### src/rtl/sram_ctrl_pkg.sv
package sram_ctrl_pkg;
  typedef enum logic [2:0] {
    ST_IDLE   = 3'd0,
    ST_READ   = 3'd1,
    ST_WSETUP = 3'd2,
    ST_WPULSE = 3'd3,
    ST_WHOLD  = 3'd4
  } sc_state_e;
endpackage

### src/rtl/sram_wait_timer.sv
module sram_wait_timer #(
  parameter int WAIT_CYC = 4
) (
  input  logic clk,
  input  logic rst_n,
  input  logic load,
  output logic done
);
  localparam int CW = $clog2(WAIT_CYC + 1);
  localparam logic [CW-1:0] LOAD_VAL = CW'(WAIT_CYC - 1);

  logic [CW-1:0] cnt_q, cnt_d;

  always_comb begin
    cnt_d = cnt_q;
    if (load)
      cnt_d = LOAD_VAL;
    else if (cnt_q != '0)
      cnt_d = cnt_q - 1'b1;
  end

  always_ff @(posedge clk or negedge rst_n) begin
    if (!rst_n) cnt_q <= '0;
    else        cnt_q <= cnt_d;
  end

  assign done = (cnt_q == '0);
endmodule

### src/rtl/sram_lane_mux.sv
module sram_lane_mux #(
  parameter int LANES  = 2,
  parameter int LANE_W = 8
) (
  input  logic                    active,
  input  logic [LANES-1:0]        be,
  input  logic [LANES*LANE_W-1:0] raw,
  output logic [LANES-1:0]        lane_n,
  output logic [LANES*LANE_W-1:0] masked
);
  for (genvar g = 0; g < LANES; g++) begin : g_lane
    assign lane_n[g] = !(active && be[g]);
    assign masked[g*LANE_W +: LANE_W] = be[g] ? raw[g*LANE_W +: LANE_W] : '0;
  end
endmodule

### src/rtl/sram_ctrl_fsm.sv
module sram_ctrl_fsm
  import sram_ctrl_pkg::*;
(
  input  logic      clk,
  input  logic      rst_n,
  input  logic      req_valid,
  input  logic      req_write,
  input  logic      be_any,
  input  logic      tmr_done,
  output sc_state_e state_q,
  output logic      req_ready,
  output logic      accept_op,
  output logic      zero_rd,
  output logic      rd_cap,
  output logic      tmr_load
);
  sc_state_e state_d;
  logic      accept;

  assign req_ready = (state_q == ST_IDLE);
  assign accept    = req_valid && req_ready;
  assign accept_op = accept && be_any;
  assign zero_rd   = accept && !be_any && !req_write;
  assign rd_cap    = (state_q == ST_READ) && tmr_done;
  assign tmr_load  = (accept_op && !req_write) || (state_q == ST_WSETUP);

  always_comb begin
    state_d = state_q;
    unique case (state_q)
      ST_IDLE:   if (accept_op) state_d = req_write ? ST_WSETUP : ST_READ;
      ST_READ:   if (tmr_done)  state_d = ST_IDLE;
      ST_WSETUP: state_d = ST_WPULSE;
      ST_WPULSE: if (tmr_done)  state_d = ST_WHOLD;
      ST_WHOLD:  state_d = ST_IDLE;
      default:   state_d = ST_IDLE;
    endcase
  end

  always_ff @(posedge clk or negedge rst_n) begin
    if (!rst_n) state_q <= ST_IDLE;
    else        state_q <= state_d;
  end
endmodule

### src/rtl/sram_lane_ctrl.sv
module sram_lane_ctrl
  import sram_ctrl_pkg::*;
#(
  parameter int ADDR_W        = 20,
  parameter int LANE_W        = 8,
  parameter int LANES         = 2,
  parameter int ACCESS_NS     = 10,
  parameter int CLK_PERIOD_NS = 4
) (
  input  logic                    clk,
  input  logic                    rst_n,
  input  logic                    req_valid,
  output logic                    req_ready,
  input  logic [ADDR_W-1:0]       req_addr,
  input  logic                    req_write,
  input  logic [LANES-1:0]        req_be,
  input  logic [LANES*LANE_W-1:0] req_wdata,
  output logic                    rsp_valid,
  output logic [LANES*LANE_W-1:0] rsp_rdata,
  output logic [ADDR_W-1:0]       mem_addr,
  output logic                    mem_ce_n,
  output logic                    mem_we_n,
  output logic                    mem_oe_n,
  output logic                    mem_lb_n,
  output logic                    mem_ub_n,
  output logic [LANES*LANE_W-1:0] mem_dq_out,
  output logic                    mem_dq_oe,
  input  logic [LANES*LANE_W-1:0] mem_dq_in
);
  localparam int DATA_W   = LANES * LANE_W;
  localparam int WAIT_CYC = (ACCESS_NS + CLK_PERIOD_NS - 1) / CLK_PERIOD_NS + 1;

  // reset: asserted asynchronously, released on the clock
  logic rst_s1, rst_s2;
  always_ff @(posedge clk or negedge rst_n) begin
    if (!rst_n) begin
      rst_s1 <= 1'b0;
      rst_s2 <= 1'b0;
    end else begin
      rst_s1 <= 1'b1;
      rst_s2 <= rst_s1;
    end
  end

  sc_state_e state_q;
  logic      accept_op, zero_rd, rd_cap, tmr_load, tmr_done;

  sram_ctrl_fsm i_fsm (
    .clk       (clk),
    .rst_n     (rst_s2),
    .req_valid (req_valid),
    .req_write (req_write),
    .be_any    (|req_be),
    .tmr_done  (tmr_done),
    .state_q   (state_q),
    .req_ready (req_ready),
    .accept_op (accept_op),
    .zero_rd   (zero_rd),
    .rd_cap    (rd_cap),
    .tmr_load  (tmr_load)
  );

  sram_wait_timer #(.WAIT_CYC(WAIT_CYC)) i_timer (
    .clk   (clk),
    .rst_n (rst_s2),
    .load  (tmr_load),
    .done  (tmr_done)
  );

  // request holding registers, loaded only on an accepted access
  logic [ADDR_W-1:0] addr_q;
  logic [LANES-1:0]  be_q;
  logic [DATA_W-1:0] wdata_q;

  always_ff @(posedge clk or negedge rst_s2) begin
    if (!rst_s2) begin
      addr_q  <= '0;
      be_q    <= '0;
      wdata_q <= '0;
    end else if (accept_op) begin
      addr_q  <= req_addr;
      be_q    <= req_be;
      wdata_q <= req_wdata;
    end
  end

  logic [LANES-1:0]  lane_n;
  logic [DATA_W-1:0] rd_masked;

  sram_lane_mux #(.LANES(LANES), .LANE_W(LANE_W)) i_lanes (
    .active (state_q != ST_IDLE),
    .be     (be_q),
    .raw    (mem_dq_in),
    .lane_n (lane_n),
    .masked (rd_masked)
  );

  // response registers
  logic              rsp_valid_q;
  logic [DATA_W-1:0] rsp_rdata_q, rsp_rdata_d;

  always_comb begin
    rsp_rdata_d = rsp_rdata_q;
    if (rd_cap)       rsp_rdata_d = rd_masked;
    else if (zero_rd) rsp_rdata_d = '0;
  end

  always_ff @(posedge clk or negedge rst_s2) begin
    if (!rst_s2) begin
      rsp_valid_q <= 1'b0;
      rsp_rdata_q <= '0;
    end else begin
      rsp_valid_q <= rd_cap || zero_rd;
      rsp_rdata_q <= rsp_rdata_d;
    end
  end

  assign rsp_valid  = rsp_valid_q;
  assign rsp_rdata  = rsp_rdata_q;
  assign mem_addr   = addr_q;
  assign mem_ce_n   = (state_q == ST_IDLE);
  assign mem_we_n   = (state_q != ST_WPULSE);
  assign mem_oe_n   = (state_q != ST_READ);
  assign mem_dq_oe  = (state_q == ST_WPULSE);
  assign mem_dq_out = wdata_q;
  assign mem_lb_n   = lane_n[0];
  assign mem_ub_n   = lane_n[LANES-1];
endmodule

### config.mk
export PLATFORM = sky130hd
export DESIGN_NAME = sram_lane_ctrl
export DESIGN_NICKNAME = d
export VERILOG_FILES = /design/src/rtl/sram_ctrl_pkg.sv /design/src/rtl/sram_wait_timer.sv /design/src/rtl/sram_lane_mux.sv /design/src/rtl/sram_ctrl_fsm.sv /design/src/rtl/sram_lane_ctrl.sv
export SDC_FILE = /design/constraint.sdc
export NUM_CORES = 1
export LEC_CHECK = 0
export BUFFER_PORTS_ARGS = -buffer_cell sky130_fd_sc_hd__buf_2
export CAP_MARGIN = 30
export CELL_PAD_IN_SITES_DETAIL_PLACEMENT = 0
export CELL_PAD_IN_SITES_GLOBAL_PLACEMENT = 2
export CORE_UTILIZATION = 26
export CTS_CLUSTER_DIAMETER = 50
export DETAILED_ROUTE_END_ITERATION = 8
export PLACE_DENSITY = 0.85
export SLEW_MARGIN = 25
export SYNTH_ARGS = -nofsm -noshare
export SYNTH_HDL_FRONTEND = slang
export SYNTH_SLANG_ARGS = --single-unit
### constraint.sdc
create_clock -name clk -period 2 [get_ports clk]
set_input_delay 0.2 -clock clk [delete_from_list [all_inputs] [get_ports clk]]
set_output_delay 0.2 -clock clk [all_outputs]
set_load 0.05 [all_outputs]
==> impl_metrics.csv <==
group,metric,value,unit
yosys,synthCells,201,
min_path,hold_class,"in -> reg",
yosys,post-synth-top-area-cell,"dfrtp_1",
cts,cts_root_buf,"clkbuf_8",
layout,final_layout_size_suffix_gt1_share,55.2,%
yosys,ys_warn_count,0,
routing,vias,1894,
timing,setup_viol,0,
cts,clk_pin_slew,0.07,ns
placed_design,place_congestion,0.763,
routing,drt-pass1-iter-count,3,
timing,worst_slack,0.219,ns
yosys,yosysSeqAreaShare,59.7,%
cts,htreeDepth,3,
timing,hold_viol,0,
layout,layout.nets,385,
yosys,synth.ff_latch_count,63,
layout,area_growth,37.0,%
cts,cts_tree,"built",
floorplanning,initial_core_util,26.9,%
yosys,yosysMostFrequentCell,"dfrtp_1",
floorplanning,core,0.00982,mm2
routing,vias_per_cell,4.09,
cts,cts.sinks,63,
floorplanning,die_h,103,um
routing,drt_iter0_markers,49,
timing,period_minus_slack,1.78,ns
yosys,synthTopCellsByCount,"63 x dfrtp_1, 40 x nand2_1, 20 x mux2_4",
placed_design,pre_cts_slack,0.221,ns
yosys,postSynthAreaPerCell,13.1,um2
outcome,status,"complete, no violations",
grt,grt_pass1_wl,8810,um
grt,grtUsageTotal,11.0,%
yosys,synth_nets,261,
floorplanning,ioPinCount,118,
grt,antenna_found_initial,0,
cts,cts_setup_buffers,0,
setup_path,critical_path_class,"reg -> reg",
setup_path,start_kind,"register",
layout,diodes,0,
cts,cts_hold_buf,1,
placed_design,io_buffer_count,117,
grt,grt_max_degree,34,
yosys,async_reset_ff_share,100,%
cts,clk_latency,0.33,ns
timing,rsz0062_at_grt,"false",
placed_design,dp_hpwl,4210,um
layout,final_core_util,36.8,%
setup_path,cp.required,2.22,ns
grt,grt-ovfl-total,0,
floorplanning,die_x,103,um
floorplanning,die_area,0.0106,mm2
setup_path,cp_max_fo,17,
cts,cts_resized,0,
routing,routed_wl,5760,um
cts,cts_made_buffers,9,
timing,max_freq,562,MHz
floorplanning,row_count,36,
job,cap_violations,0,
timing,finalClockSkew,0.00636,ns
yosys,synth_flop_cell,"dfrtp_1",
timing,min_period_over_period,89.0,%
yosys,syn_area,0.00264,mm2
yosys,synth_edf_count,0,
setup_path,worstPathArrival,2.00,ns
yosys,synthTopCellsByArea,"dfrtp_1 60%, mux2_4 11%, mux2_2 8.1%",
timing,whs,0.0979,ns
yosys,synth.distinct_cells,29,
setup_path,rrSetupSlack,0.22,ns
grt,grt_pass1_vias,1787,
timing,drv_slew,0,
routing,post-route-drc-count,0,
timing,fin_tns_setup,0,ns
routing,ant_nets,0,
cts,cts_buffer_depth,2,
setup_path,endpoint_kind,"register",
yosys,synth_top_area_share,59.7,%
routing,wire_per_inst,12.4,um
-- cell usage in the layout (no fill, tap or decap) --
| cell type | synthesis | routed |
|---|---|---|
| o21a_1 | 1 | 1 |
| clkinv_2 | 0 | 1 |
| buf_4 | 2 | 5 |
| mux2_4 | 20 | 20 |
| buf_12 | 3 | 3 |
| nand2b_1 | 1 | 1 |
| buf_2 | 2 | 117 |
| inv_2 | 1 | 1 |
| a22oi_1 | 1 | 1 |
| dlygate4sd3_1 | 0 | 1 |
| o21ai_0 | 3 | 3 |
| clkbuf_8 | 0 | 11 |
| clkbuf_1 | 4 | 2 |
| xor2_1 | 1 | 1 |
| and4b_1 | 1 | 1 |
| nor2b_1 | 1 | 1 |
| nand4bb_1 | 1 | 1 |
| conb_1 | 1 | 1 |
| nand2_1 | 40 | 40 |
| nor2_1 | 4 | 4 |
| nor3_1 | 1 | 1 |
| ha_1 | 2 | 2 |
| a32oi_1 | 1 | 1 |
| dfrtp_2 | 0 | 1 |
| dfrtp_1 | 63 | 62 |
| bufinv_16 | 0 | 2 |
| inv_1 | 6 | 6 |
| and2_1 | 1 | 1 |
| o22ai_1 | 16 | 16 |
| mux2_2 | 19 | 19 |
| o21bai_1 | 1 | 1 |
| and2_4 | 1 | 1 |
| or3_4 | 1 | 1 |
-- final timing paths --
path,cells past startpoint,start,endpoint
hold reg to reg,1,rst_s2$_DFF_PN0_,mem_dq_out[8]$_DFFE_PN0P_
min in group asynchronous,2,rst_n,rst_s2$_DFF_PN0_
max in group asynchronous,1,rst_s2$_DFF_PN0_,rsp_rdata[5]$_DFFE_PN0P_
setup reg to reg,5,i_fsm.state_q[2]$_DFFE_PN0P_,mem_dq_out[6]$_DFFE_PN0P_
hold / removal,2,req_addr[1],mem_addr[1]$_DFFE_PN0P_
setup / recovery,5,i_fsm.state_q[2]$_DFFE_PN0P_,mem_dq_out[6]$_DFFE_PN0P_
-- registers in the layout (all words and copies together) (netlist names) --
name and cells:
i_fsm.state_q 3, i_timer.cnt_q 3, rst_s2 1, mem_addr 20, rsp_rdata 16, rst_s1 1, mem_dq_out 16, be_q 2
rsp_valid 1
-- area by class of cell --
class | count | area (um2)
inverters | 7 | 26.3
flip-flops and latches | 63 | 1580
clock buffers | 13 | 159
clock inverters | 3 | 65.1
well taps | 133 | 166
fillers | 1034 | 6200
multi-input cells | 118 | 928
repair buffers | 126 | 693
-- worst max-delay path: stages (launching register included) --
cell     delay, ns
dfrtp_1       0.44
or3_4         0.36
inv_2         0.07
and2_4        0.26
buf_12        0.20
mux2_2        0.34
-- logic make-up after synthesis --
logic type | count (synthesis) | synth area share (%)
flops | 63 | 59.7
fa+ha+maj | 2 | 0.948
buf+inv | 20 | 5.07
mux | 39 | 19.5
simple gates | 52 | 8.72
xor+xnor | 1 | 0.332
other cells | 1 | 0.142
compound gates | 23 | 5.55
-- per-layer routing --
layer  vias up  GRT usage, %  wire length [um]
met2        65          17.1              2790
met5         -             0                 0
met3         8          4.20               359
met4         0          4.23                62
li1        926             -                 -
met1       895          14.0              2550
-- metrics by stage --
step                cell area [um2]  cells
floorplan                      2640    201
global placement               3380    446
detailed placement             3380    446
CTS                            3620    463
global route                   3620    463
finish                         3620    463
Power is left out: the tool's default activity adds up to more than one toggle a clock period on the data nets, which glitch-free logic cannot reach.
